===== src/rtl/ddr_sched_pkg.sv =====
package ddr_sched_pkg;
    // capture depth, in clock edges after the acceptance edge
    localparam int LAT_SHORT_EDGES = 2;
    localparam int LAT_LONG_EDGES  = 3;
    // idle cycles required on read-to-write turnaround
    localparam int TURN_BASE  = 1;
    localparam int TURN_EXTRA = 1;

    typedef enum logic [1:0] {
        OP_NONE  = 2'd0,
        OP_READ  = 2'd1,
        OP_WRITE = 2'd2
    } op_e;
endpackage


===== src/rtl/ddrs_tag_fifo.sv =====
module ddrs_tag_fifo #(
    parameter int W     = 4,
    parameter int DEPTH = 4
) (
    input  logic         clk,
    input  logic         rst_n,
    input  logic         push,
    input  logic [W-1:0] din,
    input  logic         pop,
    output logic [W-1:0] dout,
    output logic         full,
    output logic         empty
);
    localparam int PW = (DEPTH > 1) ? $clog2(DEPTH) : 1;
    localparam int CW = $clog2(DEPTH + 1);

    typedef struct packed {
        logic [DEPTH-1:0][W-1:0] slot;
        logic [PW-1:0]           rp;
        logic [PW-1:0]           wp;
        logic [CW-1:0]           cnt;
    } fifo_t;

    fifo_t f_d, f_q;

    always_comb begin
        f_d = f_q;
        if (push) begin
            f_d.slot[f_q.wp] = din;
            f_d.wp = (f_q.wp == PW'(DEPTH - 1)) ? '0 : f_q.wp + PW'(1);
        end
        if (pop) begin
            f_d.rp = (f_q.rp == PW'(DEPTH - 1)) ? '0 : f_q.rp + PW'(1);
        end
        case ({push, pop})
            2'b10:   f_d.cnt = f_q.cnt + CW'(1);
            2'b01:   f_d.cnt = f_q.cnt - CW'(1);
            default: f_d.cnt = f_q.cnt;
        endcase
    end

    always_ff @(posedge clk or negedge rst_n) begin
        if (!rst_n) f_q <= '0;
        else        f_q <= f_d;
    end

    assign dout  = f_q.slot[f_q.rp];
    assign full  = (f_q.cnt == CW'(DEPTH));
    assign empty = (f_q.cnt == '0);

    AST_NO_OVERFLOW: assert property (@(posedge clk) disable iff (!rst_n)
        push |-> (!full || pop));
    AST_NO_UNDERFLOW: assert property (@(posedge clk) disable iff (!rst_n)
        pop |-> !empty);
endmodule


===== src/rtl/ddrs_turn_guard.sv =====
module ddrs_turn_guard
    import ddr_sched_pkg::*;
(
    input  logic clk,
    input  logic rst_n,
    input  logic extra_gap,
    input  logic fire_rd,
    input  logic fire_wr,
    output logic wr_block
);
    localparam int MAXGAP = TURN_BASE + TURN_EXTRA;
    localparam int CW     = $clog2(MAXGAP + 1);

    typedef struct packed {
        logic          after_rd;
        logic [CW-1:0] idles;
    } turn_t;

    turn_t t_d, t_q;
    logic [CW-1:0] need;

    always_comb begin
        t_d = t_q;
        if (fire_rd) begin
            t_d.after_rd = 1'b1;
            t_d.idles    = '0;
        end else if (fire_wr) begin
            t_d.after_rd = 1'b0;
            t_d.idles    = '0;
        end else if (t_q.idles != CW'(MAXGAP)) begin
            t_d.idles = t_q.idles + CW'(1);
        end
    end

    always_ff @(posedge clk or negedge rst_n) begin
        if (!rst_n) t_q <= '0;
        else        t_q <= t_d;
    end

    assign need     = extra_gap ? CW'(MAXGAP) : CW'(TURN_BASE);
    assign wr_block = t_q.after_rd && (t_q.idles < need);
endmodule


===== src/rtl/ddrs_rd_return.sv =====
module ddrs_rd_return
    import ddr_sched_pkg::*;
(
    input  logic clk,
    input  logic rst_n,
    input  logic long_lat,
    input  logic fire_rd,
    output logic capture
);
    typedef struct packed {
        logic [LAT_LONG_EDGES-1:0] flight;
    } ret_t;

    ret_t r_d, r_q;

    always_comb begin
        r_d        = r_q;
        r_d.flight = {r_q.flight[LAT_LONG_EDGES-2:0], fire_rd};
    end

    always_ff @(posedge clk or negedge rst_n) begin
        if (!rst_n) r_q <= '0;
        else        r_q <= r_d;
    end

    assign capture = long_lat ? r_q.flight[LAT_LONG_EDGES-1]
                              : r_q.flight[LAT_SHORT_EDGES-1];
endmodule


===== src/rtl/ddr_burst_sched.sv =====
module ddr_burst_sched
    import ddr_sched_pkg::*;
#(
    parameter int AW     = 8,
    parameter int DW     = 16,
    parameter int TW     = 4,
    parameter int QDEPTH = 4
) (
    input  logic              clk,
    input  logic              rst_n,
    input  logic              cfg_extra_gap,
    input  logic              cfg_long_lat,
    input  logic              req_valid,
    output logic              req_ready,
    input  logic              req_write,
    input  logic [AW-1:0]     req_addr,
    input  logic [TW-1:0]     req_tag,
    input  logic [DW-1:0]     req_wdata0,
    input  logic [DW-1:0]     req_wdata1,
    input  logic [DW/8-1:0]   req_be0,
    input  logic [DW/8-1:0]   req_be1,
    output logic              mem_ld_n,
    output logic              mem_rw,
    output logic [AW-1:0]     mem_addr,
    output logic [DW-1:0]     mem_d0,
    output logic [DW-1:0]     mem_d1,
    output logic [DW/8-1:0]   mem_bw0_n,
    output logic [DW/8-1:0]   mem_bw1_n,
    input  logic [DW-1:0]     mem_q0,
    input  logic [DW-1:0]     mem_q1,
    output logic              rsp_valid,
    output logic [TW-1:0]     rsp_tag,
    output logic [DW-1:0]     rsp_data0,
    output logic [DW-1:0]     rsp_data1
);
    localparam int BW = DW / 8;

    typedef struct packed {
        logic          ld_n;
        logic          rw;
        logic [AW-1:0] addr;
        logic          stg_v;
        logic [DW-1:0] stg_d0;
        logic [DW-1:0] stg_d1;
        logic [BW-1:0] stg_be0;
        logic [BW-1:0] stg_be1;
        logic [DW-1:0] d0;
        logic [DW-1:0] d1;
        logic [BW-1:0] bw0_n;
        logic [BW-1:0] bw1_n;
        logic          rsp_v;
        logic [TW-1:0] rsp_tag;
        logic [DW-1:0] rsp_d0;
        logic [DW-1:0] rsp_d1;
    } sched_t;

    sched_t s_d, s_q;

    logic          wr_block;
    logic          tag_full;
    logic          tag_empty;
    logic [TW-1:0] tag_head;
    logic          capture;
    logic          fire;
    logic          fire_rd;
    logic          fire_wr;
    op_e           op;

    assign req_ready = req_write ? !wr_block : !tag_full;
    assign fire      = req_valid && req_ready;
    assign fire_rd   = fire && !req_write;
    assign fire_wr   = fire && req_write;

    always_comb begin
        if (fire_wr)      op = OP_WRITE;
        else if (fire_rd) op = OP_READ;
        else              op = OP_NONE;
    end

    ddrs_turn_guard u_turn (
        .clk       (clk),
        .rst_n     (rst_n),
        .extra_gap (cfg_extra_gap),
        .fire_rd   (fire_rd),
        .fire_wr   (fire_wr),
        .wr_block  (wr_block)
    );

    ddrs_tag_fifo #(.W(TW), .DEPTH(QDEPTH)) u_tags (
        .clk   (clk),
        .rst_n (rst_n),
        .push  (fire_rd),
        .din   (req_tag),
        .pop   (capture),
        .dout  (tag_head),
        .full  (tag_full),
        .empty (tag_empty)
    );

    ddrs_rd_return u_ret (
        .clk      (clk),
        .rst_n    (rst_n),
        .long_lat (cfg_long_lat),
        .fire_rd  (fire_rd),
        .capture  (capture)
    );

    always_comb begin
        s_d = s_q;
        // command slot
        case (op)
            OP_READ: begin
                s_d.ld_n = 1'b0;
                s_d.rw   = 1'b1;
                s_d.addr = req_addr;
            end
            OP_WRITE: begin
                s_d.ld_n = 1'b0;
                s_d.rw   = 1'b0;
                s_d.addr = req_addr;
            end
            default: begin
                s_d.ld_n = 1'b1;
                s_d.rw   = 1'b1;
            end
        endcase
        // write data staged one cycle behind its command
        s_d.stg_v = (op == OP_WRITE);
        if (op == OP_WRITE) begin
            s_d.stg_d0  = req_wdata0;
            s_d.stg_d1  = req_wdata1;
            s_d.stg_be0 = req_be0;
            s_d.stg_be1 = req_be1;
        end
        if (s_q.stg_v) begin
            s_d.d0    = s_q.stg_d0;
            s_d.d1    = s_q.stg_d1;
            s_d.bw0_n = ~s_q.stg_be0;
            s_d.bw1_n = ~s_q.stg_be1;
        end else begin
            s_d.d0    = '0;
            s_d.d1    = '0;
            s_d.bw0_n = '1;
            s_d.bw1_n = '1;
        end
        // read return
        s_d.rsp_v = capture;
        if (capture) begin
            s_d.rsp_tag = tag_head;
            s_d.rsp_d0  = mem_q0;
            s_d.rsp_d1  = mem_q1;
        end
    end

    always_ff @(posedge clk or negedge rst_n) begin
        if (!rst_n) begin
            s_q       <= '0;
            s_q.ld_n  <= 1'b1;
            s_q.rw    <= 1'b1;
            s_q.bw0_n <= '1;
            s_q.bw1_n <= '1;
        end else begin
            s_q <= s_d;
        end
    end

    assign mem_ld_n  = s_q.ld_n;
    assign mem_rw    = s_q.rw;
    assign mem_addr  = s_q.addr;
    assign mem_d0    = s_q.d0;
    assign mem_d1    = s_q.d1;
    assign mem_bw0_n = s_q.bw0_n;
    assign mem_bw1_n = s_q.bw1_n;
    assign rsp_valid = s_q.rsp_v;
    assign rsp_tag   = s_q.rsp_tag;
    assign rsp_data0 = s_q.rsp_d0;
    assign rsp_data1 = s_q.rsp_d1;

    logic rd_on_pins;
    logic wr_on_pins;
    assign rd_on_pins = !mem_ld_n && mem_rw;
    assign wr_on_pins = !mem_ld_n && !mem_rw;

    AST_TURN_ONE: assert property (@(posedge clk) disable iff (!rst_n)
        wr_on_pins |-> !$past(rd_on_pins));
    AST_TURN_TWO: assert property (@(posedge clk) disable iff (!rst_n)
        (wr_on_pins && cfg_extra_gap) |-> !$past(rd_on_pins, 2));
    AST_BW_QUIET: assert property (@(posedge clk) disable iff (!rst_n)
        !$past(wr_on_pins) |-> (&mem_bw0_n && &mem_bw1_n));
    AST_RSP_SHORT: assert property (@(posedge clk) disable iff (!rst_n)
        (rsp_valid && !cfg_long_lat) |-> $past(rd_on_pins, 2));
    AST_RSP_LONG: assert property (@(posedge clk) disable iff (!rst_n)
        (rsp_valid && cfg_long_lat) |-> $past(rd_on_pins, 3));
    AST_READY_HELD: assert property (@(posedge clk) disable iff (!rst_n)
        (req_valid && req_write && rd_on_pins) |-> !req_ready);
    AST_RSP_HAS_TAG: assert property (@(posedge clk) disable iff (!rst_n)
        capture |-> !tag_empty);
endmodule


===== config.mk =====
export PLATFORM = sky130hd
export DESIGN_NAME = ddr_burst_sched
export DESIGN_NICKNAME = d
export VERILOG_FILES = /design/src/rtl/ddr_sched_pkg.sv /design/src/rtl/ddrs_tag_fifo.sv /design/src/rtl/ddrs_turn_guard.sv /design/src/rtl/ddrs_rd_return.sv /design/src/rtl/ddr_burst_sched.sv
export SDC_FILE = /design/constraint.sdc
export NUM_CORES = 1
export LEC_CHECK = 0
export BUFFER_PORTS_ARGS = -buffer_cell sky130_fd_sc_hd__buf_2
export CORE_MARGIN = 10
export CORE_UTILIZATION = 56
export CTS_CLUSTER_SIZE = 14
export DETAILED_ROUTE_END_ITERATION = 6
export MAX_ROUTING_LAYER = met4
export PLACE_DENSITY = 0.84
export SLEW_MARGIN = 40
export SYNTH_ARGS = -nofsm -noshare
export SYNTH_HDL_FRONTEND = slang
export SYNTH_HIERARCHICAL = 1
export SYNTH_SLANG_ARGS = --single-unit
export TNS_END_PERCENT = 10

===== constraint.sdc =====
create_clock -name clk -period 4.8 [get_ports clk]
set_clock_uncertainty 0.05 [all_clocks]
set_input_delay 0.96 -clock clk [delete_from_list [all_inputs] [get_ports clk]]
set_output_delay 0.96 -clock clk [all_outputs]
set_load 0.005 [all_outputs]

==> After elaboration in Yosys (flattened, before gate mapping) <==
Cells that the tools add are included.
{ "word_totals": {"out_inout_bits": 84, "ff_bits": 149, "in_bits": 86, "wordCells": 76} }
{ "op_classes": {"magnitude_cmp": 4, "n_reduce_logical": 12, "n_mux": 19, "n_eq_ne": 8, "bitwise_logic": 2, "n_addsub": 5} }
{ "op_table": {"columns": ["cell", "n"], "rows": [
  ["two-way mux 36 bit", 1],
  ["bitwise mux 16 bit", 1],
  ["two-way mux 2 bit", 6],
  ["binary-select mux 4 bit (select 2 bit)", 1],
  ["demux 4 bit (select 2 bit)", 1],
  ["== test 2 bit, second input constant", 4],
  ["two-way mux 4 bit", 2],
  ["adder 2 x 1 -> 2 bit, second input constant", 3],
  ["less-than comparator 2 x 3 -> 1 bit, second input constant", 2],
  ["one-hot mux 3 bit (2 select lines)", 1],
  ["logical AND 1 bit", 5],
  ["== test 2 x 1 -> 1 bit, second input constant", 2],
  ["two-way mux 1 bit", 4],
  ["inverter 2 bit", 2],
  ["one-hot mux 2 bit (2 select lines)", 1],
  ["nonzero test 2 bit", 2],
  ["adder 3 x 1 -> 3 bit, second input constant", 1],
  ["== test 3 bit, second input constant", 1],
  ["logical NOT 1 bit", 3],
  ["two-way mux 3 bit", 1],
  ["nonzero test 3 bit", 1],
  ["subtractor 3 x 1 -> 3 bit, second input constant", 1],
  ["greater-or-equal comparator 2 x 1 -> 1 bit, second input constant", 1],
  ["less-than comparator 2 bit", 1],
  ["2 further kinds", 2]
]} }

==> Depth between registers and ports, before layout <==
Gate-level depths: netlist (run 1).
{ "depth": {"word_depth": 11, "ltp_mapped": 10, "ltp_nobuf": 10} }

==> Hierarchy <==
The synthesis (run 1) kept the hierarchy.
{ "modules_own_cells": {"columns": ["mod", "area_each_um2", "seq_area_each_um2", "n_inst", "cells_per_inst"], "rows": [
  ["ddr_burst_sched", 4911.0, 3010.4, 1, 332],
  ["ddrs_tag_fifo", 1081.0, 575.6, 1, 75],
  ["ddrs_turn_guard", 168.9, 75.1, 1, 16],
  ["ddrs_rd_return", 90.1, 75.1, 1, 4]
]} }

==> Worst setup path before layout (run 1) <==
OpenSTA, ideal clock, no wires.
{ "synth_timing": {"path_type": "input port to flip-flop", "start": "input req_write", "end": "register u_tags/f_q[2] (netlist name)", "arrival_ps": 2624, "setup_time_ps": 125, "t_required_ps": 4625, "setup_slack_ps": 2001, "cell_stages": 8, "n_path_buf": 0, "path_cell_list": "nor3b_1 inv_1 ha_1 inv_1 fa_1 xor2_1 nor2_1 xor2_1"} }
{ "synth_via": {"elab_chain_cells": 5, "elab_cells_between_ends": 8, "classes_between": "eq/ne: 2; mux: 2; reduce/logical: 4"} }
{ "synth_lines": {"columns": ["element", "line", "text"], "rows": [
  ["start: declaration", "ddr_burst_sched.sv:15", "input logic req_write,"],
  ["two-way mux 1 bit", "ddr_burst_sched.sv:69", "assign req_ready = req_write ? !wr_block : !tag_full;"],
  ["logical AND 1 bit", "ddr_burst_sched.sv:70", "assign fire = req_valid && req_ready;"],
  ["logical AND 1 bit (*)", "ddr_burst_sched.sv:71", "assign fire_rd = fire && !req_write;"],
  ["== test 2 x 1 -> 1 bit or == test 2 bit (tied branches)", "ddrs_tag_fifo.sv:35", "case ({push, pop})"],
  ["one-hot mux 3 bit (2 select lines) or nonzero test 2 bit (tied branches)", null, null],
  ["end signal: assignment", "ddrs_tag_fifo.sv:43", "if (!rst_n) f_q <= '0;"],
  ["end signal: assignment", "ddrs_tag_fifo.sv:44", "else f_q <= f_d;"],
  ["end: declaration", "ddrs_tag_fifo.sv:24", "fifo_t f_d, f_q;"]
]} }
Every way passes the cells marked *; elsewhere a longest branch is shown, timed or not.
A chain may end at the register's enable or synchronous reset.

==> Worst setup path in the final report (run 1) <==
{ "layout_timing": {"start": "input cfg_extra_gap", "end": "output req_ready"} }
{ "layout_via": {"elab_chain_cells": 5} }
{ "layout_lines": {"columns": ["element", "line", "text"], "rows": [
  ["start: declaration", "ddr_burst_sched.sv:11", "input logic cfg_extra_gap,"],
  ["two-way mux 2 bit", "ddrs_turn_guard.sv:40", "assign need = extra_gap ? CW'(MAXGAP) : CW'(TURN_BASE);"],
  ["less-than comparator 2 bit", "ddrs_turn_guard.sv:41", "assign wr_block = t_q.after_rd && (t_q.idles < need);"],
  ["logical AND 1 bit", "ddrs_turn_guard.sv:41", null],
  ["via wr_block", "ddr_burst_sched.sv:59", "logic wr_block;"],
  ["logical NOT 1 bit", "ddr_burst_sched.sv:69", null],
  ["two-way mux 1 bit", "ddr_burst_sched.sv:69", null],
  ["end: declaration", "ddr_burst_sched.sv:14", "output logic req_ready,"]
]} }
The timed path passes the listed nets, and every way through them passes these cells.

==> results.py, run 1 <==
metrics = {
    "global_route": {
        "grt_max_degree": 118,
        "grt_pass1_vias": 3650,
        "antenna_found_initial": 2,
        "track_usage_pct": 16.02,
        "grt_overflow": 0,
        "grt_pass1_wl_um": 19410,
    },
    "yosys": {
        "syn_nets": 521,
        "yosys_warnings": 6,
        "syn-mean-instance-area_um2": 14.66,
        "synthesis.area_um2": 6246,
        "synthCells": 426,
    },
    "routing": {
        "vias": 3280,
        "ant_nets": 0,
        "routedWlPerCell_um": 17.68,
        "post_drt_via_cell_ratio": 4.816,
        "firstDrtPassIters": 4,
        "wirelength_um": 12040,
        "drc_errors": 0,
        "drt-initial-drc-count": 200,
    },
    "finish": {
        "layout-drive-gt1-share_pct": 58.44,
        "area_growth_pct": 16.69,
        "layout.nets": 621,
        "final_common_cell": "buf_2",
        "layout_common_cells": "buf_2, dfrtp_1, mux2_2, and2_1, mux2_4",
        "final_util_pct": 66.94,
        "fillers": 769,
    },
    "pwr": {
        "intPower_mw": 3.338,
        "p_leak_nw": 3.675,
        "switching_share_pct": 25.72,
        "seqPwrFrac_pct": 44.3,
        "comb_power_share_pct": 24.5,
        "power_density_nw_per_um2": 616.6,
        "p_sw_mw": 1.156,
        "clkPwrFrac_pct": 31.2,
        "power_mw": 4.494,
        "irDropWorstVdd_mv": 0.4195,
    },
    "critical_path": {
        "critical_path_required_ns": 3.79,
        "reg2reg_setup_slack_ns": 2.61,
        "timing.rr.end": "u_tags/f_q[2]",
        "start_kind": "input port",
        "crit_end": "req_ready",
        "crit_start": "cfg_extra_gap",
        "cp_common_cell": "buf_2",
        "worstSetupEndpointType": "output port",
        "cp_cell_sequence": "buf_2, inv_1, ha_1, o21ai_0, and3b_1, mux2i_2, buf_2",
        "critPathBufInv": 3,
        "slowest_stage": "ha_1",
        "r2r_cells": 11,
        "worstSetupPathType": "in -> out",
        "timing.critical_path.depth": 7,
        "path_max_fanout": 2,
        "path_delay_family": "buffers and inverters",
        "slowest_delay_ns": 0.26,
        "crit_arrival_ns": 1.95,
        "r2r_start": "u_tags/f_q[0]",
    },
    "placement": {
        "hpwl_um": 8652,
        "io_buffers": 169,
        "pre_cts_ws_ns": 1.856,
        "gp_congestion": 0.7378,
    },
    "timing": {
        "slew_headroom_pct": 59.81,
        "setup_tns_ns": 0,
        "drv_slew": 0,
        "fin_ws_ns": 1.839,
        "worst_slew_pin_slew_ns": 0.6028,
        "rsz0062_at_grt": "false",
        "fmax_mhz": 337.8,
        "setup_violations": 0,
        "hold_viol_final": 0,
        "whs_ns": 0.2636,
        "period_minus_slack_ns": 2.961,
        "post-route-period-util_pct": 61.68,
    },
    "floorplan": {
        "die-width_um": 125.6,
        "floorplan.initialDensity_pct": 57.37,
        "die_area_um2": 15780,
        "fp.coreArea_um2": 10890,
        "die_h_um": 125.6,
        "io_pins": 170,
        "core.rowCount": 38,
    },
    "clock_network": {
        "cts_sinks": 149,
        "cts_made_buffers": 17,
        "htreeDepth": 4,
        "clock_latency_ns": 0.52,
        "ctsResizeCount": 0,
        "clkTransAtPathRegs_ns": 0.06,
        "cts_hold_buf": 0,
        "post-cts-setup-buffers": 0,
        "cts_tree": "built",
        "cts_root_buffer": "clkbuf_8",
        "clk_path_buf_depth": 2,
    },
    "hold_path": {
        "hp-class": "in -> async",
    },
    "outcome": {
        "status": "complete, no violations",
    },
    "job": {
        "cap_violations": 0,
    },
}
==> routing by layer <==
layer | GRT usage, % | part of all wire [%] | up-vias
met2 | 26.95 | 55 | 84
met4 | 7.588 | 1.9 | 0
met3 | 4.992 | 4.5 | 19
met1 | 16.86 | 39 | 1636
met5 | - | 0 | -
li1 | - | - | 1541
==> how the worst min path moves through the flow <==
| stage | endpoint | slack [ns] | depth (start not counted) |
|---|---|---|---|
| 5_1_grt | s_q[73] | 0.25 | 1 |
| 3_3_place_gp | u_ret/r_q[2] | 0.32 | 0 |
| 2_1_floorplan | u_ret/r_q[1] | 0.28 | 0 |
| 3_5_place_dp | u_ret/r_q[2] | 0.32 | 0 |
| 6_report | mem_d0[12] | 0.26 | 1 |
| 4_1_cts | u_ret/r_q[2] | 0.34 | 0 |
==> state kept, by name, summed over array words and instances (netlist names), 3 cells and up <==
signal	cells
mem_addr	8
mem_d0	16
mem_d1	16
rsp_data0	16
rsp_data1	16
rsp_tag	4
s_q	37
u_ret/r_q	3
u_tags/f_q	23
u_turn/t_q	3
==> metrics by stage <==
step / cells / area, um2
final: 681 / 7288
after global routing: 681 / 7288
after CTS: 678 / 7256
after detailed placement: 646 / 6625
after global placement: 646 / 6620
after floorplan: 426 / 6246
==> layout make-up <==
class	instances	area [um2]	area share (%)
diodes	2	5.005	0.06867
clock buffers	22	452.9	6.215
clock inverters	10	177.7	2.438
inverters	10	37.54	0.5150
multi-input cells	175	1797	24.65
flip-flops and latches	149	3737	51.28
well taps	140	175.2	2.403
repair buffers	173	905.9	12.43
==> power by group through the flow <==
stage | sequential [mW] | combinational [mW] | clock [mW]
2_1_floorplan | 1.91 | 1.02 | 0
3_3_place_gp | 1.97 | 1.07 | 0
3_5_place_dp | 2.01 | 1.12 | 0
4_1_cts | 1.99 | 1.13 | 1.43
5_1_grt | 2.06 | 1.21 | 1.49
6_report | 1.99 | 1.10 | 1.40
Power figures use the tool's default switching activity.
==> inputs of run 2 (changes only) <==
- CORE_UTILIZATION: 56 -> 47
- PLACE_DENSITY: 0.84 -> 0.76
- clock period: 4.8 -> 2.38 ns (I/O delays scaled with it)
==> run 2 against run 1 <==
Net effect: final cell count is 5.4% higher; combinational power grew 110%; critical path depth fell by 2; core utilization down 11 points; global-route usage down 2.1 points; hold slack got worse by 0.024 ns; non-clock buffer count grew 3; final area increased by 0.64%.
==> results.py, run 2 (synthesis gave the netlist of run 1 again) <==
metrics = {
    "global_route": {
        "grt_pass1_vias": 3801,
        "track_usage_pct": 13.88,
        "use_met2_pct": 24.20,
        "gr-usage-met3_pct": 3.524,
        "grt_max_degree": 54,
        "grt_overflow": 0,
        "busiest_layer": "met2",
        "use_met1_pct": 14.51,
        "grt_pass1_wl_um": 19430,
        "antenna_found_initial": 0,
    },
    "finish": {
        "largest_reg_flops": 37,
        "final_util_pct": 55.83,
        "layout.nets": 624,
        "layout-drive-gt1-share_pct": 58.67,
        "largest-register": "s_q",
        "area_growth_pct": 17.43,
        "final-instance-count-excl-fill": 718,
        "final_common_cell": "buf_2",
        "insertedDiodeCount": 0,
        "layout_common_cells": "buf_2, dfrtp_1, mux2_2, and2_1, mux2_4",
        "largest_registers": "s_q (37), u_tags/f_q (23)",
    },
    "routing": {
        "routedWlPerCell_um": 16.87,
        "wirelength_um": 12120,
        "post_drt_via_cell_ratio": 4.597,
        "ant_nets": 0,
        "drc_errors": 0,
        "vias": 3301,
        "firstDrtPassIters": 4,
        "drt-initial-drc-count": 122,
    },
    "critical_path": {
        "critical_path_required_ns": 1.85,
        "slowest_delay_ns": 0.40,
        "worstSetupEndpointType": "output port",
        "crit_arrival_ns": 1.71,
        "start_kind": "register",
        "critPathBufInv": 1,
        "worstSetupPathType": "reg -> out",
        "cp_cell_sequence": "ha_1, o21ai_0, and3b_1, mux2i_2, buf_2",
        "path_delay_family": "flip-flops",
        "path_max_fanout": 3,
        "slowest_stage": "dfrtp_1",
    },
    "floorplan": {
        "floorplan.initialDensity_pct": 47.54,
        "die-width_um": 135.3,
        "fp.coreArea_um2": 13140,
        "core.rowCount": 42,
        "io_pins": 170,
        "die_h_um": 135.3,
        "die_area_um2": 18300,
    },
    "timing": {
        "drv_slew": 0,
        "setup_violations": 0,
        "hold_viol_final": 0,
        "post-route-period-util_pct": 93.91,
        "setup_tns_ns": 0,
        "period_minus_slack_ns": 2.235,
        "rsz0062_at_grt": "false",
        "worst_slew_pin_slew_ns": 0.4996,
        "slew_headroom_pct": 66.70,
        "fmax_mhz": 447.4,
    },
    "pwr": {
        "power_density_nw_per_um2": 1218,
        "irDropWorstVdd_mv": 0.4976,
        "p_leak_nw": 3.690,
    },
    "clock_network": {
        "ctsResizeCount": 0,
        "clock_latency_ns": 0.41,
        "clk_path_buf_depth": 2,
        "cts_root_buffer": "clkbuf_16",
        "cts_hold_buf": 1,
        "cts_made_buffers": 17,
        "clkTransAtPathRegs_ns": 0.06,
        "cts_sinks": 149,
        "cts_tree": "built",
        "post-cts-setup-buffers": 0,
        "htreeDepth": 4,
    },
    "placement": {
        "io_buffers": 169,
        "hpwl_um": 8922,
        "dp_cells": 685,
        "gp_congestion": 0.7700,
    },
    "outcome": {
        "status": "complete, no violations",
    },
    "hold_path": {
        "hp-class": "in -> reg",
    },
    "job": {
        "cap_violations": 0,
    },
}
[run 2: worst register-to-register path, stage by stage, from the launching register on]
cell	delay, ns
dfrtp_1	0.39
inv_1	0.10
and3_1	0.24
nor3b_2	0.07
inv_1	0.08
ha_1	0.19
inv_1	0.06
fa_1	0.37
xor2_1	0.16
nor2_1	0.12
xor2_1	0.15
[run 2: worst paths after layout]
check | slack (ns) | start | cells past startpoint | to
setup / recovery | 0.14 | u_turn/t_q[1] | 5 | req_ready
hold / removal | 0.24 | req_addr[1] | 2 | mem_addr[1]
setup reg to reg | 0.34 | u_tags/f_q[0] | 10 | u_tags/f_q[2]
hold reg to reg | 0.30 | u_ret/r_q[0] | 0 | u_ret/r_q[1]
max in group asynchronous | 1.07 | rst_n | 3 | rsp_data1[4]
min in group asynchronous | 0.55 | rst_n | 2 | mem_d0[8]
[run 2: final cells by class]
| cell class | instances | area (um2) |
|---|---|---|
| clock buffer | 21 | 460.4 |
| clock inverter | 11 | 133.9 |
| fill | 1101 | 5803 |
| inverter | 10 | 37.54 |
| multi-input combinational | 175 | 1802 |
| sequential | 149 | 3736 |
| tap | 176 | 220.2 |
| timing repair buffer | 176 | 944.7 |
[run 2: power by group]
part / switching, mW / internal, mW
combinational: 0.876 / 1.39
sequential: 0.499 / 3.50
clock: 0.975 / 1.69
[run 2: stage by stage]
step                      total power, mW  area (um2)  hold slack (ns)  setup WS (ns)
final                               8.933        7335           0.2396         0.1449
after global routing                9.481        7335           0.2217        0.03043
after CTS                           9.069        7335           0.2214         0.1221
after detailed placement            6.348        6730           0.2871         0.2343
after global placement              6.167        6730           0.2852         0.2748
after floorplan                     5.923        6251           0.1304         0.2794
[run 2: metal layers]
metal  vias to the layer above  part of all wire (%)
li1                       1545                     -
met3                        20                   4.7
met1                      1651                    39
met4                         0                   1.8
met5                         -                     0
met2                        85                    55
==> inputs of run 3 (changes only) <==
- PLACE_DENSITY: 0.76 -> 0.75
- SYNTH_HIERARCHICAL: 1 -> unset
==> run 3 against run 2 <==
Net effect: synthesized cell count rose by 1.4%; hold slack improved by 0.0019 ns; worst setup slack improved by 0.12 ns; final cell count rose by 1.3%; register-to-register slack improved by 0.05 ns; global-route usage fell by 0.29 points; die area rose by 0.85%; flip-flop and latch count did not move; clock-buffer cell count fell by 1; non-clock buffer count rose by 5; sequential share of layout area fell by 0.75 points; final area rose by 1.5%; largest power group unchanged; highest routed layer unchanged.
==> results.py, run 3 <==
metrics = {
    "finish": {
        "layout.area.seq_um2": 3736,
        "insertedDiodeCount": 0,
        "layout.nets": 634,
        "layout_common_cells": "buf_2, dfrtp_1, mux2_2, and2_1, mux2_4",
        "fillers": 1089,
        "largest_reg_flops": 37,
        "largest_registers": "s_q (37), u_tags.f_q (23)",
        "multiInputGateArea_um2": 1858,
        "final_common_cell": "buf_2",
        "area_growth_pct": 18.01,
        "largest-register": "s_q",
        "layout-drive-gt1-share_pct": 58.98,
    },
    "critical_path": {
        "worstSetupPathType": "reg -> out",
        "r2r_cells": 9,
        "crit_arrival_ns": 1.58,
        "reg2reg_setup_slack_ns": 0.39,
        "worstSetupEndpointType": "output port",
        "critical_path_required_ns": 1.85,
        "path_max_fanout": 3,
        "timing.rr.end": "u_tags.f_q[2]",
        "start_kind": "register",
        "r2r_start": "u_tags.f_q[0]",
    },
    "timing": {
        "setup_tns_ns": 0,
        "drv_slew": 0,
        "slew_headroom_pct": 63.42,
        "rsz0062_at_grt": "false",
        "fmax_mhz": 473.7,
        "post-route-period-util_pct": 88.69,
        "fin_ws_ns": 0.2691,
        "period_minus_slack_ns": 2.111,
        "setup_violations": 0,
        "hold_viol_final": 0,
        "worst_slew_pin_slew_ns": 0.5487,
    },
    "yosys": {
        "ys_ff_latch": 149,
        "seq_area_frac_synth_pct": 59.22,
        "synth_flop_cell": "dfrtp_1",
        "synth_edf_count": 0,
        "synthesis.area_um2": 6309,
        "synth_top_cell_by_area": "dfrtp_1",
        "synthCells": 432,
        "synth.most_common_cell": "dfrtp_1",
        "async_reset_ff_share_pct": 100.0,
        "netlist.area_leader.share_pct": 56.72,
        "syn_nets": 527,
        "syn-mean-instance-area_um2": 14.60,
        "ys_types": 29,
        "yosys-top-cells-count": "dfrtp_1, buf_4, mux2_2",
        "netlist_top_cells_area": "dfrtp_1, mux2_2, buf_4",
        "yosys_warnings": 0,
    },
    "floorplan": {
        "die_area_um2": 18460,
        "die-width_um": 135.9,
        "fp.coreArea_um2": 13190,
        "die_h_um": 135.9,
        "floorplan.initialDensity_pct": 47.83,
        "io_pins": 170,
        "core.rowCount": 42,
    },
    "clock_network": {
        "cts_tree": "built",
        "clock_latency_ns": 0.41,
        "post-cts-setup-buffers": 0,
        "htreeDepth": 4,
        "clk_path_buf_depth": 2,
        "cts_root_buffer": "clkbuf_16",
        "cts_made_buffers": 17,
        "cts_sinks": 149,
        "ctsResizeCount": 0,
        "cts_hold_buf": 1,
        "clkTransAtPathRegs_ns": 0.06,
    },
    "hold_path": {
        "hp-class": "in -> reg",
        "worstHoldStart": "req_be0[1]",
        "hold_depth": 2,
        "holdPathEnd": "s_q[76]",
    },
    "job": {
        "cap_violations": 0,
    },
    "pwr": {
        "irDropWorstVdd_mv": 0.5960,
        "power_mw": 8.455,
        "p_leak_nw": 3.707,
        "power_density_nw_per_um2": 1136,
    },
    "routing": {
        "drt-initial-drc-count": 101,
        "ant_nets": 0,
        "post_drt_via_cell_ratio": 4.574,
        "wirelength_um": 11960,
        "vias": 3325,
        "drc_errors": 0,
        "routedWlPerCell_um": 16.45,
        "firstDrtPassIters": 4,
    },
    "global_route": {
        "grt_max_degree": 60,
        "antenna_found_initial": 0,
        "grt_overflow": 0,
        "grt_pass1_wl_um": 19340,
        "track_usage_pct": 13.59,
        "grt_pass1_vias": 3853,
    },
    "placement": {
        "io_buffers": 169,
        "gp_congestion": 0.7588,
        "hpwl_um": 8969,
        "pre_cts_ws_ns": 0.2901,
    },
    "outcome": {
        "status": "complete, no violations",
    },
}
==> run 3: cells by family after synthesis <==
logic type / after synthesis / synth area share, %
flip-flops: 149 / 59.22
multiplexers: 102 / 20.51
adder cells (fa/ha/maj): 9 / 1.904
buffers and inverters: 104 / 11.52
XOR/XNOR: 4 / 0.5554
AND/OR/NAND/NOR: 57 / 5.633
AO/OA/AOI/OAI: 7 / 0.6545
==> run 3: worst max-delay path by stage <==
stage                  startpoint             to  slack, ns  cells past startpoint
finish              u_turn.t_q[1]      req_ready       0.27                      5
global route        u_turn.t_q[1]      req_ready       0.15                      5
CTS                 u_turn.t_q[1]      req_ready       0.23                      5
detailed placement   cfg_long_lat  u_tags.f_q[2]       0.29                      9
global placement    cfg_extra_gap        s_q[80]       0.33                      9
floorplan            cfg_long_lat  u_tags.f_q[2]       0.41                      9
==> run 3: area by class of cell <==
cell class	instances	area share (%)
Clock buffer	20	6.134
Clock inverter	11	2.017
Inverter	11	0.5546
Multi-Input combinational cell	179	24.96
Sequential cell	149	50.18
Tap cell	176	2.958
Timing Repair Buffer	181	13.19
==> run 3: power by group <==
part / switching [mW] / internal (mW) / total [mW]
combinational: 0.776 / 1.23 / 2.01
clock: 0.988 / 1.70 / 2.69
sequential: 0.431 / 3.33 / 3.76
total: 2.20 / 6.26 / 8.45
==> run 3: critical path, stage by stage (launching register included) <==
cell and delay, ns:
dfrtp_1 0.40, ha_1 0.29, o21ai_2 0.07, nand4b_2 0.14
and2_1 0.17, buf_2 0.12
==> run 3: stage by stage <==
step / hold slack [ns] / area [um2] / instances / utilization [%]
6_report: 0.2415 / 7445 / 727 / 56.44
5_1_grt: 0.2248 / 7445 / 727 / 56.44
4_1_cts: 0.2196 / 7445 / 727 / 56.44
3_5_place_dp: 0.2926 / 6828 / 695 / 51.76
3_3_place_gp: 0.2838 / 6828 / 695 / 51.76
2_1_floorplan: 0.1304 / 6309 / 432 / -
==> run 3: metal layers <==
| layer | track usage [%] | routed length (um) |
|---|---|---|
| met3 | 4.354 | 806 |
| met2 | 21.19 | 5895 |
| met1 | 15.89 | 5046 |
| met4 | 5.917 | 210 |
| met5 | - | 0 |
